===== src/rtl/umu_pkg.sv =====
package umu_pkg;
   typedef enum logic [1:0] {
      UOP_LOAD_LEFT   = 2'd0,
      UOP_LOAD_RIGHT  = 2'd1,
      UOP_STORE_LEFT  = 2'd2,
      UOP_STORE_RIGHT = 2'd3
   } umu_op_e;

   typedef enum logic [2:0] {
      ST_IDLE  = 3'd0,
      ST_READ  = 3'd1,
      ST_MERGE = 3'd2,
      ST_WRITE = 3'd3,
      ST_DONE  = 3'd4
   } umu_state_e;

   function automatic logic op_is_store(input umu_op_e op);
      return op[1];
   endfunction

   function automatic logic op_is_right(input umu_op_e op);
      return op[0];
   endfunction
endpackage


===== src/rtl/umu_ctrl.sv =====
module umu_ctrl
   import umu_pkg::*;
(
   input  logic clk,
   input  logic rst_n,
   input  logic req_valid,
   input  logic store_q,
   input  logic mem_ready,
   output logic req_ready,
   output logic accept,
   output logic rd_capture,
   output logic wd_capture,
   output logic mem_req,
   output logic mem_we,
   output logic done
);
   umu_state_e state_q, state_d;

   always_ff @(posedge clk or negedge rst_n) begin
      if (!rst_n) state_q <= ST_IDLE;
      else        state_q <= state_d;
   end

   always_comb begin
      state_d = state_q;
      unique case (state_q)
         ST_IDLE:  if (req_valid) state_d = ST_READ;
         ST_READ:  if (mem_ready) state_d = store_q ? ST_MERGE : ST_DONE;
         ST_MERGE: state_d = ST_WRITE;
         ST_WRITE: if (mem_ready) state_d = ST_DONE;
         ST_DONE:  state_d = ST_IDLE;
         default:  state_d = ST_IDLE;
      endcase
   end

   assign req_ready  = (state_q == ST_IDLE);
   assign accept     = req_ready & req_valid;
   assign rd_capture = (state_q == ST_READ) & mem_ready;
   assign wd_capture = (state_q == ST_MERGE);
   assign mem_req    = (state_q == ST_READ) | (state_q == ST_WRITE);
   assign mem_we     = (state_q == ST_WRITE);
   assign done       = (state_q == ST_DONE);
endmodule


===== src/rtl/umu_merge.sv =====
module umu_merge
   import umu_pkg::*;
#(
   parameter int DATA_W = 32,
   localparam int LANES = DATA_W / 8,
   localparam int OFS_W = $clog2(LANES),
   localparam int SH_W  = OFS_W + 3
) (
   input  umu_op_e           op,
   input  logic [OFS_W-1:0]  ofs,
   input  logic [DATA_W-1:0] reg_val,
   input  logic [DATA_W-1:0] mem_word,
   output logic [DATA_W-1:0] load_res,
   output logic [DATA_W-1:0] store_res
);
   logic [SH_W-1:0]   sh_fwd, sh_rev;
   logic [DATA_W-1:0] mem_up, mem_dn, reg_dn, reg_up;
   logic [DATA_W-1:0] ld_left, ld_right, st_left, st_right;

   // byte offset k and its complement (LANES-1-k) as bit shift counts
   assign sh_fwd = {ofs, 3'b000};
   assign sh_rev = {~ofs, 3'b000};

   assign mem_up = mem_word << sh_rev;
   assign mem_dn = mem_word >> sh_fwd;
   assign reg_dn = reg_val  >> sh_rev;
   assign reg_up = reg_val  << sh_fwd;

   for (genvar i = 0; i < LANES; i++) begin : g_lane
      localparam logic [OFS_W-1:0] LI = OFS_W'(i);
      assign ld_left [8*i +: 8] = (LI >= ~ofs) ? mem_up[8*i +: 8] : reg_val [8*i +: 8];
      assign ld_right[8*i +: 8] = (LI <= ~ofs) ? mem_dn[8*i +: 8] : reg_val [8*i +: 8];
      assign st_left [8*i +: 8] = (LI <=  ofs) ? reg_dn[8*i +: 8] : mem_word[8*i +: 8];
      assign st_right[8*i +: 8] = (LI >=  ofs) ? reg_up[8*i +: 8] : mem_word[8*i +: 8];
   end

   assign load_res  = op_is_right(op) ? ld_right : ld_left;
   assign store_res = op_is_right(op) ? st_right : st_left;
endmodule


===== src/rtl/unaligned_merge_unit.sv =====
module unaligned_merge_unit
   import umu_pkg::*;
#(
   parameter int DATA_W = 32,
   parameter int ADDR_W = 32,
   parameter int IDX_W  = 5
) (
   input  logic              clk,
   input  logic              rst_n,
   input  logic              req_valid,
   output logic              req_ready,
   input  logic [1:0]        req_op,
   input  logic [ADDR_W-1:0] req_addr,
   input  logic [DATA_W-1:0] req_reg,
   input  logic [IDX_W-1:0]  req_dst,
   output logic              mem_req,
   output logic              mem_we,
   output logic [ADDR_W-1:0] mem_addr,
   output logic [DATA_W-1:0] mem_wdata,
   input  logic [DATA_W-1:0] mem_rdata,
   input  logic              mem_ready,
   output logic              done,
   output logic [DATA_W-1:0] res_data,
   output logic              res_wen,
   output logic [IDX_W-1:0]  res_dst
);
   localparam int LANES = DATA_W / 8;
   localparam int OFS_W = $clog2(LANES);

   if (DATA_W % 8 != 0 || DATA_W < 16) begin : g_bad_width
      $error("DATA_W must be a multiple of 8 and at least 16");
   end
   if ((1 << OFS_W) != LANES) begin : g_bad_lanes
      $error("DATA_W/8 must be a power of two");
   end
   if (ADDR_W <= OFS_W || IDX_W < 1) begin : g_bad_addr
      $error("ADDR_W must exceed the offset width and IDX_W must be positive");
   end

   umu_op_e           op_q;
   logic [ADDR_W-1:0] addr_q;
   logic [DATA_W-1:0] reg_q, rd_q, wd_q;
   logic [IDX_W-1:0]  dst_q;
   logic              accept, rd_capture, wd_capture;
   logic [DATA_W-1:0] load_res, store_res;

   always_ff @(posedge clk or negedge rst_n) begin
      if (!rst_n) begin
         op_q   <= UOP_LOAD_LEFT;
         addr_q <= '0;
         reg_q  <= '0;
         dst_q  <= '0;
      end else if (accept) begin
         op_q   <= umu_op_e'(req_op);
         addr_q <= req_addr;
         reg_q  <= req_reg;
         dst_q  <= req_dst;
      end
   end

   always_ff @(posedge clk or negedge rst_n) begin
      if (!rst_n)          rd_q <= '0;
      else if (rd_capture) rd_q <= mem_rdata;
   end

   always_ff @(posedge clk or negedge rst_n) begin
      if (!rst_n)          wd_q <= '0;
      else if (wd_capture) wd_q <= store_res;
   end

   umu_ctrl u_ctrl (
      .clk        (clk),
      .rst_n      (rst_n),
      .req_valid  (req_valid),
      .store_q    (op_is_store(op_q)),
      .mem_ready  (mem_ready),
      .req_ready  (req_ready),
      .accept     (accept),
      .rd_capture (rd_capture),
      .wd_capture (wd_capture),
      .mem_req    (mem_req),
      .mem_we     (mem_we),
      .done       (done)
   );

   umu_merge #(.DATA_W(DATA_W)) u_merge (
      .op        (op_q),
      .ofs       (addr_q[OFS_W-1:0]),
      .reg_val   (reg_q),
      .mem_word  (rd_q),
      .load_res  (load_res),
      .store_res (store_res)
   );

   assign mem_addr  = {addr_q[ADDR_W-1:OFS_W], {OFS_W{1'b0}}};
   assign mem_wdata = wd_q;
   assign res_data  = op_is_store(op_q) ? wd_q : load_res;
   assign res_wen   = done & ~op_is_store(op_q) & (dst_q != '0);
   assign res_dst   = dst_q;
endmodule


===== config.mk =====
export PLATFORM = sky130hd
export DESIGN_NAME = unaligned_merge_unit
export DESIGN_NICKNAME = d
export VERILOG_FILES = /design/src/rtl/umu_pkg.sv /design/src/rtl/umu_ctrl.sv /design/src/rtl/umu_merge.sv /design/src/rtl/unaligned_merge_unit.sv
export SDC_FILE = /design/constraint.sdc
export NUM_CORES = 1
export LEC_CHECK = 0
export BUFFER_PORTS_ARGS = -buffer_cell sky130_fd_sc_hd__buf_2
export CAP_MARGIN = 20
export CORE_UTILIZATION = 55
export DETAILED_ROUTE_END_ITERATION = 7
export GPL_TIMING_DRIVEN = 0
export PLACE_DENSITY = 0.81
export SYNTH_ARGS = -nofsm -noshare
export SYNTH_HDL_FRONTEND = slang
export SYNTH_HIERARCHICAL = 1
export SYNTH_SLANG_ARGS = --single-unit

===== constraint.sdc =====
create_clock -name clk -period 2.22 [get_ports clk]
set_input_delay 0 -clock clk [delete_from_list [all_inputs] [get_ports clk]]
set_output_delay 0 -clock clk [all_outputs]
set_load 0.01 [all_outputs]

==> results.toml, run 1 <==
[run_status]
status = "finished, violations left"
violations = "design-rule violations, negative setup slack"

[grt]
grt_max_degree = 96
first_global_vias = 8146
track_usage_pct = 37.58
grt_pass1_wl_mm = 46.98
antenna_found_initial = 0
overflow = 0

[logic_synthesis]
synth_area_leader_cell = "dfrtp_1"
synth_area_sq_um = 9148
synth_top_area_share_pct = 37.75
ys_seq_elements = 138
syn_area_per_cell_sq_um = 12.50
synth_area_leaders = "dfrtp_1, mux2i_1, mux2_4, mux2_2, buf_4"
postSynthCellCount = 732
synth_ff_type = "dfrtp_1"
yosys.cell_types.count = 40
async_flop_share_pct = 100.0
seq_area_frac_synth_pct = 37.75
ys_warn_count = 6
synth_edf_count = 0

[cts]
cts_buffers = 17
tritoncts = "yes"
clock_latency_ns = 0.43
cts.clk_slew.worst_paths_ns = 0.06
cts.sink_count = 138
cts_max_path_buffers = 2
htreeDepth = 4
clockRootBuffer = "clkbuf_16"

[route]
drt_iter0_drc = 1089
wl_met3_mm = 2.951
firstDrtPassIters = 8
routed-wl-met2_mm = 15.44
drc = 3
drt-wirelength-per-cell_um = 24.68
highest_layer = "met4"
m1WireLength_mm = 12.31
wl_mm = 32.14
vias = 8127
vias_per_cell = 6.242
drtAntennaViolNets = 0

[placed_design]
gp_congestion = 0.9899
hpwl_mm = 20.74
place_area_sq_um = 10510
portBuffers = 210
place_ws_ns = 0.1757

[setup_path]
rrSetupSlack_ns = 0.21
reg2reg_from = "op_q[0]$_DFFE_PN0P_"
slowest_stage = "dfrtp_2"
critPathCaptureType = "output pin"
crit_path_max_incr_delay_ns = 0.46
path_cells = "buf_4 -> and2_1 -> buf_6 -> a221oi_2 -> mux2_2 -> buf_2"
worst_r2r_path_depth = 6
path_class = "reg2out"
worstSetupStartpoint = "op_q[0]$_DFFE_PN0P_"
worstPathRequired_ns = 2.22
start_kind = "flip-flop"
crit_arrival_ns = 2.27
critPathMaxFanout = 10
critPathCapture = "res_data[2]"
r2r_end = "mem_wdata[10]$_DFFE_PN0P_"

[sta]
finalHoldViolCount = 0
rsz0062_at_grt = "yes"
timing.fmax_mhz = 440.4
slew_headroom_pct = 63.52
setup_tns_ns = -0.2399
fin_skew_ns = 0.01430
final_max_slew_viol_count = 0
final.setup.worst_slack_ns = -0.05052
tightestPinTransition_ns = 0.5472
setup_violations = 8
fin_crit_sh_pct = 102.3
period_minus_slack_ns = 2.271

[power]
peakVddDrop_uv = 1028
p_comb_share_pct = 62.0
switchingPower_mw = 10.06
sequentialPowerShare_pct = 25.3
total_power_mw = 23.33
p_leak_nw = 6.088
p_sw_share_pct = 43.11
cellPowerDensity_nw_per_um2 = 1847
p_int_mw = 13.27
clkPwrFrac_pct = 12.6

[layout]
fin_area_sq_um = 12630
n_antenna_cell = 0
final_cell_mix = "buf_2, dfrtp_1, mux2i_1"
fin_util_pct = 78.65
num-fill-cells = 933
fin_nets = 1180
syn2layout_area_growth_pct = 38.07
mostFrequentLayoutCell = "buf_2"
layout-drive-gt1-share_pct = 50.83

[run]
drv_cap = 0

[floorplanning]
die_area_sq_um = 17150
initial_core_util_pct = 56.97
ios = 213
fp.dieH_um = 131.0
dieWidth_um = 131.0
core_region_area_sq_um = 16060
rows = 46

[worst_hold_path]
hold_path.class = "in2async"
## state kept, by name, indices dropped and copies added, names as in the netlist
register,flops
reg_q,32
mem_wdata,32
addr_q,32
op_q,2
rd_q,32
res_dst,5
u_ctrl/state_q,3
## cell families after synthesis
kind of cell / after synthesis / synth area share (%)
other cells: 1 / 0.04099
buf+inv: 98 / 9.315
mux: 291 / 37.34
flops: 138 / 37.75
simple gates: 75 / 4.418
compound gates: 129 / 11.13
## per-stage QoR
| step | hold WS, ns | std cells |
|---|---|---|
| 6_report | 0.06485 | 1302 |
| 3_3_place_gp | 0.2304 | 1159 |
| 5_1_grt | 0.1081 | 1302 |
| 4_1_cts | 0.08319 | 1300 |
| 3_5_place_dp | -0.04825 | 1160 |
| 2_1_floorplan | -0.2956 | 733 |
## cell usage after synthesis (all sizes together) (6+ instances only)
| master | n |
|---|---|
| mux2 | 168 |
| nand2 | 19 |
| a222oi | 15 |
| and3 | 16 |
| a221oi | 15 |
| o221ai | 16 |
| o22ai | 16 |
| nor2 | 19 |
| nand2b | 6 |
| o21ai | 16 |
| a21o | 16 |
| dfrtp | 138 |
| mux2i | 123 |
| a211oi | 16 |
| a211o | 16 |
| buf | 93 |
## layout make-up
class / instances / area [sq um] / area share, %
clock buffer: 20 / 436.7 / 3.458
timing repair buffer: 327 / 2326 / 18.42
sequential: 138 / 3457 / 27.37
clock inverter: 12 / 163.9 / 1.298
buffer: 92 / 937.1 / 7.420
multi-input combinational: 497 / 5039 / 39.90
tap: 216 / 270.3 / 2.140
## power by group through the flow
stage / Sequential (mW) / Combinational (mW) / Clock (mW)
2_1_floorplan: 5.02 / 9.21 / 0
3_3_place_gp: 5.63 / 12.4 / 0
3_5_place_dp: 5.66 / 12.6 / 0
4_1_cts: 5.68 / 13.1 / 2.96
5_1_grt: 5.98 / 15.1 / 3.08
6_report: 5.90 / 14.5 / 2.95
## routing by layer
layer  track usage, %  vias up
met3            9.528      146
met2            62.22      613
met1            46.34     3942
met5                0        -
met4            16.70        0
li1                 -     3426
## repair_timing
action / 4_1_cts / 5_1_grt
pin swaps: 0 / 14
gates resized for setup: 31 / 71
setup endpoints to repair: 31 / 32
cloned: 1 / 3
hold buffers: 106 / 0
setup buffers: 3 / 3
hold endpoints to repair: 238 / 0
## how the worst min path moves through the flow
stage                             to  cells past startpoint  slack, ns
5_1_grt        reg_q[15]$_DFFE_PN0P_                      2       0.11
6_report       reg_q[15]$_DFFE_PN0P_                      2       0.06
3_5_place_dp   reg_q[15]$_DFFE_PN0P_                      1      -0.05
3_3_place_gp     op_q[0]$_DFFE_PN0P_                      2       0.23
4_1_cts        reg_q[15]$_DFFE_PN0P_                      2       0.08
2_1_floorplan  addr_q[0]$_DFFE_PN0P_                      0      -0.30
## critical path: cells and delay by family (launching register included)
kind,cells,cell delay [ns]
compound gates,1,0.33
mux,1,0.21
simple gates,1,0.28
buf+inv,3,0.55
flops,1,0.46
(Power assumes the default switching activity.)
==> run 2: changes to the inputs <==
CORE_ASPECT_RATIO = 1.5   (was default)
PLACE_DENSITY = default   (was 0.81)
PLACE_DENSITY_LB_ADDON = 0.25   (was default)
==> run 2 against run 1 <==
- the flow now finishes without violations
- combinational power decreased by 3%
- via count decreased by 3.0%
- sequential share of layout area increased by 0.092 points
- global-route usage decreased by 1.1 points
- worst hold slack improved by 0.021 ns
- power decreased by 1.6%
- final area decreased by 0.34%
- clock skew decreased by 0.0059 ns
- critical path depth increased by 2
- count of clock-buffer cells in the layout decreased by 2
- clock power increased by 2%
- non-clock buffer count increased by 1
- highest routed layer unchanged
==> results.toml, run 2 (synthesis gave the netlist of run 1 again) <==
[power]
p_leak_nw = 6.095
peakVddDrop_uv = 1077
cellPowerDensity_nw_per_um2 = 1823

[cts]
clock_latency_ns = 0.43
htreeDepth = 4
cts_buffers = 17
cts.sink_count = 138
cts_max_path_buffers = 2
clockRootBuffer = "clkbuf_16"
cts.clk_slew.worst_paths_ns = 0.06
tritoncts = "yes"

[layout]
mostFrequentLayoutCell = "buf_2"
fin_nets = 1181
num-fill-cells = 1016
final_cell_mix = "buf_2, dfrtp_1, mux2i_1"
n_antenna_cell = 0
syn2layout_area_growth_pct = 37.60
layout-drive-gt1-share_pct = 50.69

[sta]
fin_crit_sh_pct = 99.32
setup_tns_ns = 0
setup_violations = 0
rsz0062_at_grt = "yes"
finalHoldViolCount = 0
fin_hold_ws_ns = 0.08582
slew_headroom_pct = 63.07
final_max_slew_viol_count = 0
timing.fmax_mhz = 453.5
fin_skew_ns = 0.008444
period_minus_slack_ns = 2.205
tightestPinTransition_ns = 0.5540
final.setup.worst_slack_ns = 0.01502

[route]
vias = 7882
drt-wirelength-per-cell_um = 23.86
wl_mm = 30.86
drc = 0
drtAntennaViolNets = 0
firstDrtPassIters = 7
vias_per_cell = 6.096
drt_iter0_drc = 969

[placed_design]
place_ws_ns = 0.1794
gp_congestion = 0.9692
portBuffers = 210
hpwl_mm = 20.40

[run_status]
status = "complete, no violations"

[setup_path]
critPathMaxFanout = 6
worstPathRequired_ns = 2.22
worst_r2r_path_depth = 6
crit_arrival_ns = 2.20
path_class = "reg2out"
r2r_end = "mem_wdata[10]$_DFFE_PN0P_"
critPathCaptureType = "output pin"
reg2reg_from = "op_q[0]$_DFFE_PN0P_"
start_kind = "flip-flop"
rrSetupSlack_ns = 0.30

[grt]
grt_pass1_wl_mm = 46.58
track_usage_pct = 36.51
grt_max_degree = 88
first_global_vias = 8169
antenna_found_initial = 0
overflow = 0

[floorplanning]
die_area_sq_um = 17160
rows = 57
ios = 213
core_region_area_sq_um = 16260
initial_core_util_pct = 56.26
fp.dieH_um = 160.0
dieWidth_um = 107.3

[run]
drv_cap = 0

[worst_hold_path]
hold_path.class = "in2async"
-- run 2: worst max-delay path, stage by stage (launching register included) --
cell,delay (ns)
dfrtp_2,0.45
buf_8,0.16
buf_12,0.13
nor2_8,0.21
buf_12,0.14
mux2i_1,0.17
a222oi_1,0.09
mux2_4,0.30
buf_6,0.12
-- run 2: what timing repair did --
item,CTS,global route
pin swaps,0,6
hold buffers,106,0
buffers inserted,2,5
endpoints found under the hold margin,171,0
cloned,1,2
gates resized for setup,24,58
setup endpoints to repair,29,32
-- run 2: worst max-delay path by stage --
stage | startpoint | end | depth (start not counted)
after floorplan | u_ctrl/state_q[2]$_DFFE_PN0P_ | addr_q[0]$_DFFE_PN0P_ | 5
after global routing | addr_q[1]$_DFFE_PN0P_ | res_data[25] | 7
final | addr_q[1]$_DFFE_PN0P_ | res_data[26] | 8
after global placement | rst_n | addr_q[11]$_DFFE_PN0P_ | 1
after detailed placement | op_q[0]$_DFFE_PN0P_ | res_data[28] | 6
after CTS | addr_q[1]$_DFFE_PN0P_ | res_data[11] | 6
-- run 2: area by class of cell --
type / instances / area, sq um / share of cell area (%)
buffer: 93 / 905.9 / 7.197
clock buffer: 18 / 439.2 / 3.489
clock inverter: 14 / 186.4 / 1.481
multi-input combinational: 497 / 5045 / 40.08
sequential: 138 / 3457 / 27.47
tap: 206 / 257.7 / 2.048
timing repair buffer: 327 / 2296 / 18.24
-- run 2: where the power goes --
group	total [mW]	switching (mW)	internal, mW
Sequential	5.79	1.98	3.82
Clock	3.02	1.19	1.83
Combinational	14.1	6.63	7.51
-- run 2: per-stage QoR --
| stage | total power [mW] | cell area [sq um] | cells | util [%] |
|---|---|---|---|---|
| CTS | 21.69 | 12260 | 1289 | 75.42 |
| global route | 23.90 | 12590 | 1293 | 77.41 |
| global placement | 18.02 | 10460 | 1149 | 64.33 |
| finish | 22.95 | 12590 | 1293 | 77.41 |
| floorplan | 14.23 | 9151 | 733 | - |
| detailed placement | 18.20 | 10490 | 1150 | 64.54 |
-- run 2: per-layer routing --
metal  vias up  share of wire, %  GRT usage, %
met3        91               8.3         7.061
met4         0               4.1         17.68
li1       3421                 -             -
met2       502                51         63.96
met1      3868                36         42.10
met5         -                 0             0
==> run 3: changes to the inputs <==
CORE_MARGIN = 10   (was default)
PLACE_DENSITY = 0.82   (was default)
PLACE_DENSITY_LB_ADDON = default   (was 0.25)
==> run 3 against run 2 <==
- the flow now finishes with violations (negative setup slack)
- final cell count shrank 0.15%
- first-iteration DRC count is 13% higher
- sequential cell count unchanged
- wire length is 6.2% higher
- largest cell class unchanged
==> results.toml, run 3 (synthesis gave the netlist of run 1 again) <==
[power]
sequentialPowerShare_pct = 25.6
peakVddDrop_uv = 977.3
p_int_mw = 12.69
clkPwrFrac_pct = 12.2
cellPowerDensity_nw_per_um2 = 1810
switchingPower_mw = 9.723
p_sw_share_pct = 43.39
p_comb_share_pct = 62.2
p_leak_nw = 5.993

[sta]
final_max_slew_viol_count = 0
setup_tns_ns = -0.01439
rsz0062_at_grt = "yes"
fin_hold_ws_ns = 0.1066
final.setup.worst_slack_ns = -0.01439
period_minus_slack_ns = 2.234
timing.fmax_mhz = 447.6
fin_skew_ns = 0.01062
setup_violations = 1
slew_headroom_pct = 61.38
finalHoldViolCount = 0
fin_crit_sh_pct = 100.6
tightestPinTransition_ns = 0.5794

[setup_path]
worstPathRequired_ns = 2.22
crit_arrival_ns = 2.23
path_class = "reg2out"
cp_common_cell = "buf_6"
critPathCaptureType = "output pin"
path_cells = "buf_6 -> and2_1 -> clkbuf_2 -> buf_6 -> a221oi_1 -> mux2_4 -> buf_2"
slowest_stage = "dfrtp_2"
critPathMaxFanout = 10
crit_path_max_incr_delay_ns = 0.45
start_kind = "flip-flop"

[run_status]
status = "finished, violations left"
violations = "negative setup slack"

[placed_design]
hpwl_mm = 22.59
place_area_sq_um = 10490
gp_congestion = 0.9851
portBuffers = 210
dp.cells = 1150
place_ws_ns = 0.1782

[grt]
track_usage_pct = 28.26
first_global_vias = 8385
grt_max_degree = 83
grt_pass1_wl_mm = 49.62
overflow = 0
antenna_found_initial = 1

[cts]
cts.sink_count = 138
cts.clk_slew.worst_paths_ns = 0.06
cts_buffers = 17
clockRootBuffer = "clkbuf_16"
clock_latency_ns = 0.43
htreeDepth = 4
cts_max_path_buffers = 2
tritoncts = "yes"

[route]
drtAntennaViolNets = 0
drt_iter0_drc = 1099
drt-wirelength-per-cell_um = 25.37
firstDrtPassIters = 7
wl_mm = 32.76
vias = 7854
vias_per_cell = 6.084
drc = 0

[layout]
fin_area_sq_um = 12380
layout-drive-gt1-share_pct = 49.82
fin_nets = 1178
syn2layout_area_growth_pct = 35.30
fin_cells = 1291
num-fill-cells = 1051
mostFrequentLayoutCell = "buf_2"
final_cell_mix = "buf_2, dfrtp_1, mux2i_1"

[floorplanning]
core_region_area_sq_um = 16260
fp.dieH_um = 178.0
rows = 57
die_area_sq_um = 22300
dieWidth_um = 125.3
initial_core_util_pct = 56.26
ios = 213

[run]
drv_cap = 0

[worst_hold_path]
hold_path.class = "in2async"
==> run 3: power groups by stage <==
stage / logic (mW) / clock network [mW] / registers, mW
2_1_floorplan: 9.21 / 0 / 5.02
3_3_place_gp: 12.6 / 0 / 5.57
3_5_place_dp: 12.8 / 0 / 5.59
4_1_cts: 13.3 / 2.75 / 5.58
5_1_grt: 14.7 / 2.87 / 5.87
6_report: 13.9 / 2.73 / 5.73
==> run 3: per-layer routing <==
| metal | routed length, um | global-route usage (%) |
|---|---|---|
| met1 | 11580 | 30.87 |
| met2 | 17010 | 50.64 |
| met3 | 2914 | 7.495 |
| met4 | 1255 | 11.74 |
| met5 | 0 | 0 |
==> run 3: critical path, delay by kind of cell, from the launching register on <==
kind | cells | cell delay (ns)
buffers and inverters | 4 | 0.63
AND/OR/NAND/NOR | 1 | 0.15
AO/OA/AOI/OAI | 1 | 0.34
multiplexers | 1 | 0.23
flip-flops | 1 | 0.45
==> run 3: metrics by stage <==
step                utilization [%]  total power, mW
finish                        76.12            22.41
global placement              64.33            18.22
detailed placement            64.54            18.41
global route                  76.12            23.40
floorplan                         -            14.23
CTS                           75.05            21.60
==> run 3: area by class of cell <==
| class | instances | area, sq um | share of cell area (%) |
|---|---|---|---|
| tap | 206 | 257.7 | 2.082 |
| sequential | 138 | 3455 | 27.91 |
| multi-input combinational | 497 | 4957 | 40.05 |
| clock inverter | 13 | 117.6 | 0.9503 |
| clock buffer | 19 | 442.9 | 3.579 |
| antenna | 1 | 2.502 | 0.02022 |
| buffer | 94 | 920.9 | 7.440 |
| timing repair buffer | 323 | 2223 | 17.96 |
==> run 3: worst paths after layout <==
path | from | endpoint | slack, ns | cells past startpoint
setup / recovery | op_q[0]$_DFFE_PN0P_ | res_data[0] | -0.01 | 7
hold / removal | rst_n | addr_q[4]$_DFFE_PN0P_ | 0.11 | 2
setup reg to reg | addr_q[0]$_DFFE_PN0P_ | mem_wdata[21]$_DFFE_PN0P_ | 0.29 | 5
hold reg to reg | addr_q[9]$_DFFE_PN0P_ | addr_q[9]$_DFFE_PN0P_ | 0.51 | 1
max in group asynchronous | rst_n | rd_q[9]$_DFFE_PN0P_ | 1.32 | 3
min in group clk | req_valid | res_dst[4]$_DFFE_PN0P_ | 0.27 | 4
==> run 3: timing repair <==
action | 4_1_cts | 5_1_grt
hold buffers | 106 | 0
cloned | 0 | 2
resized for setup | 27 | 37
hold endpoints to repair | 162 | 0
pin swaps | 0 | 4
endpoints found under the setup margin | 29 | 30
setup buffers | 2 | 2
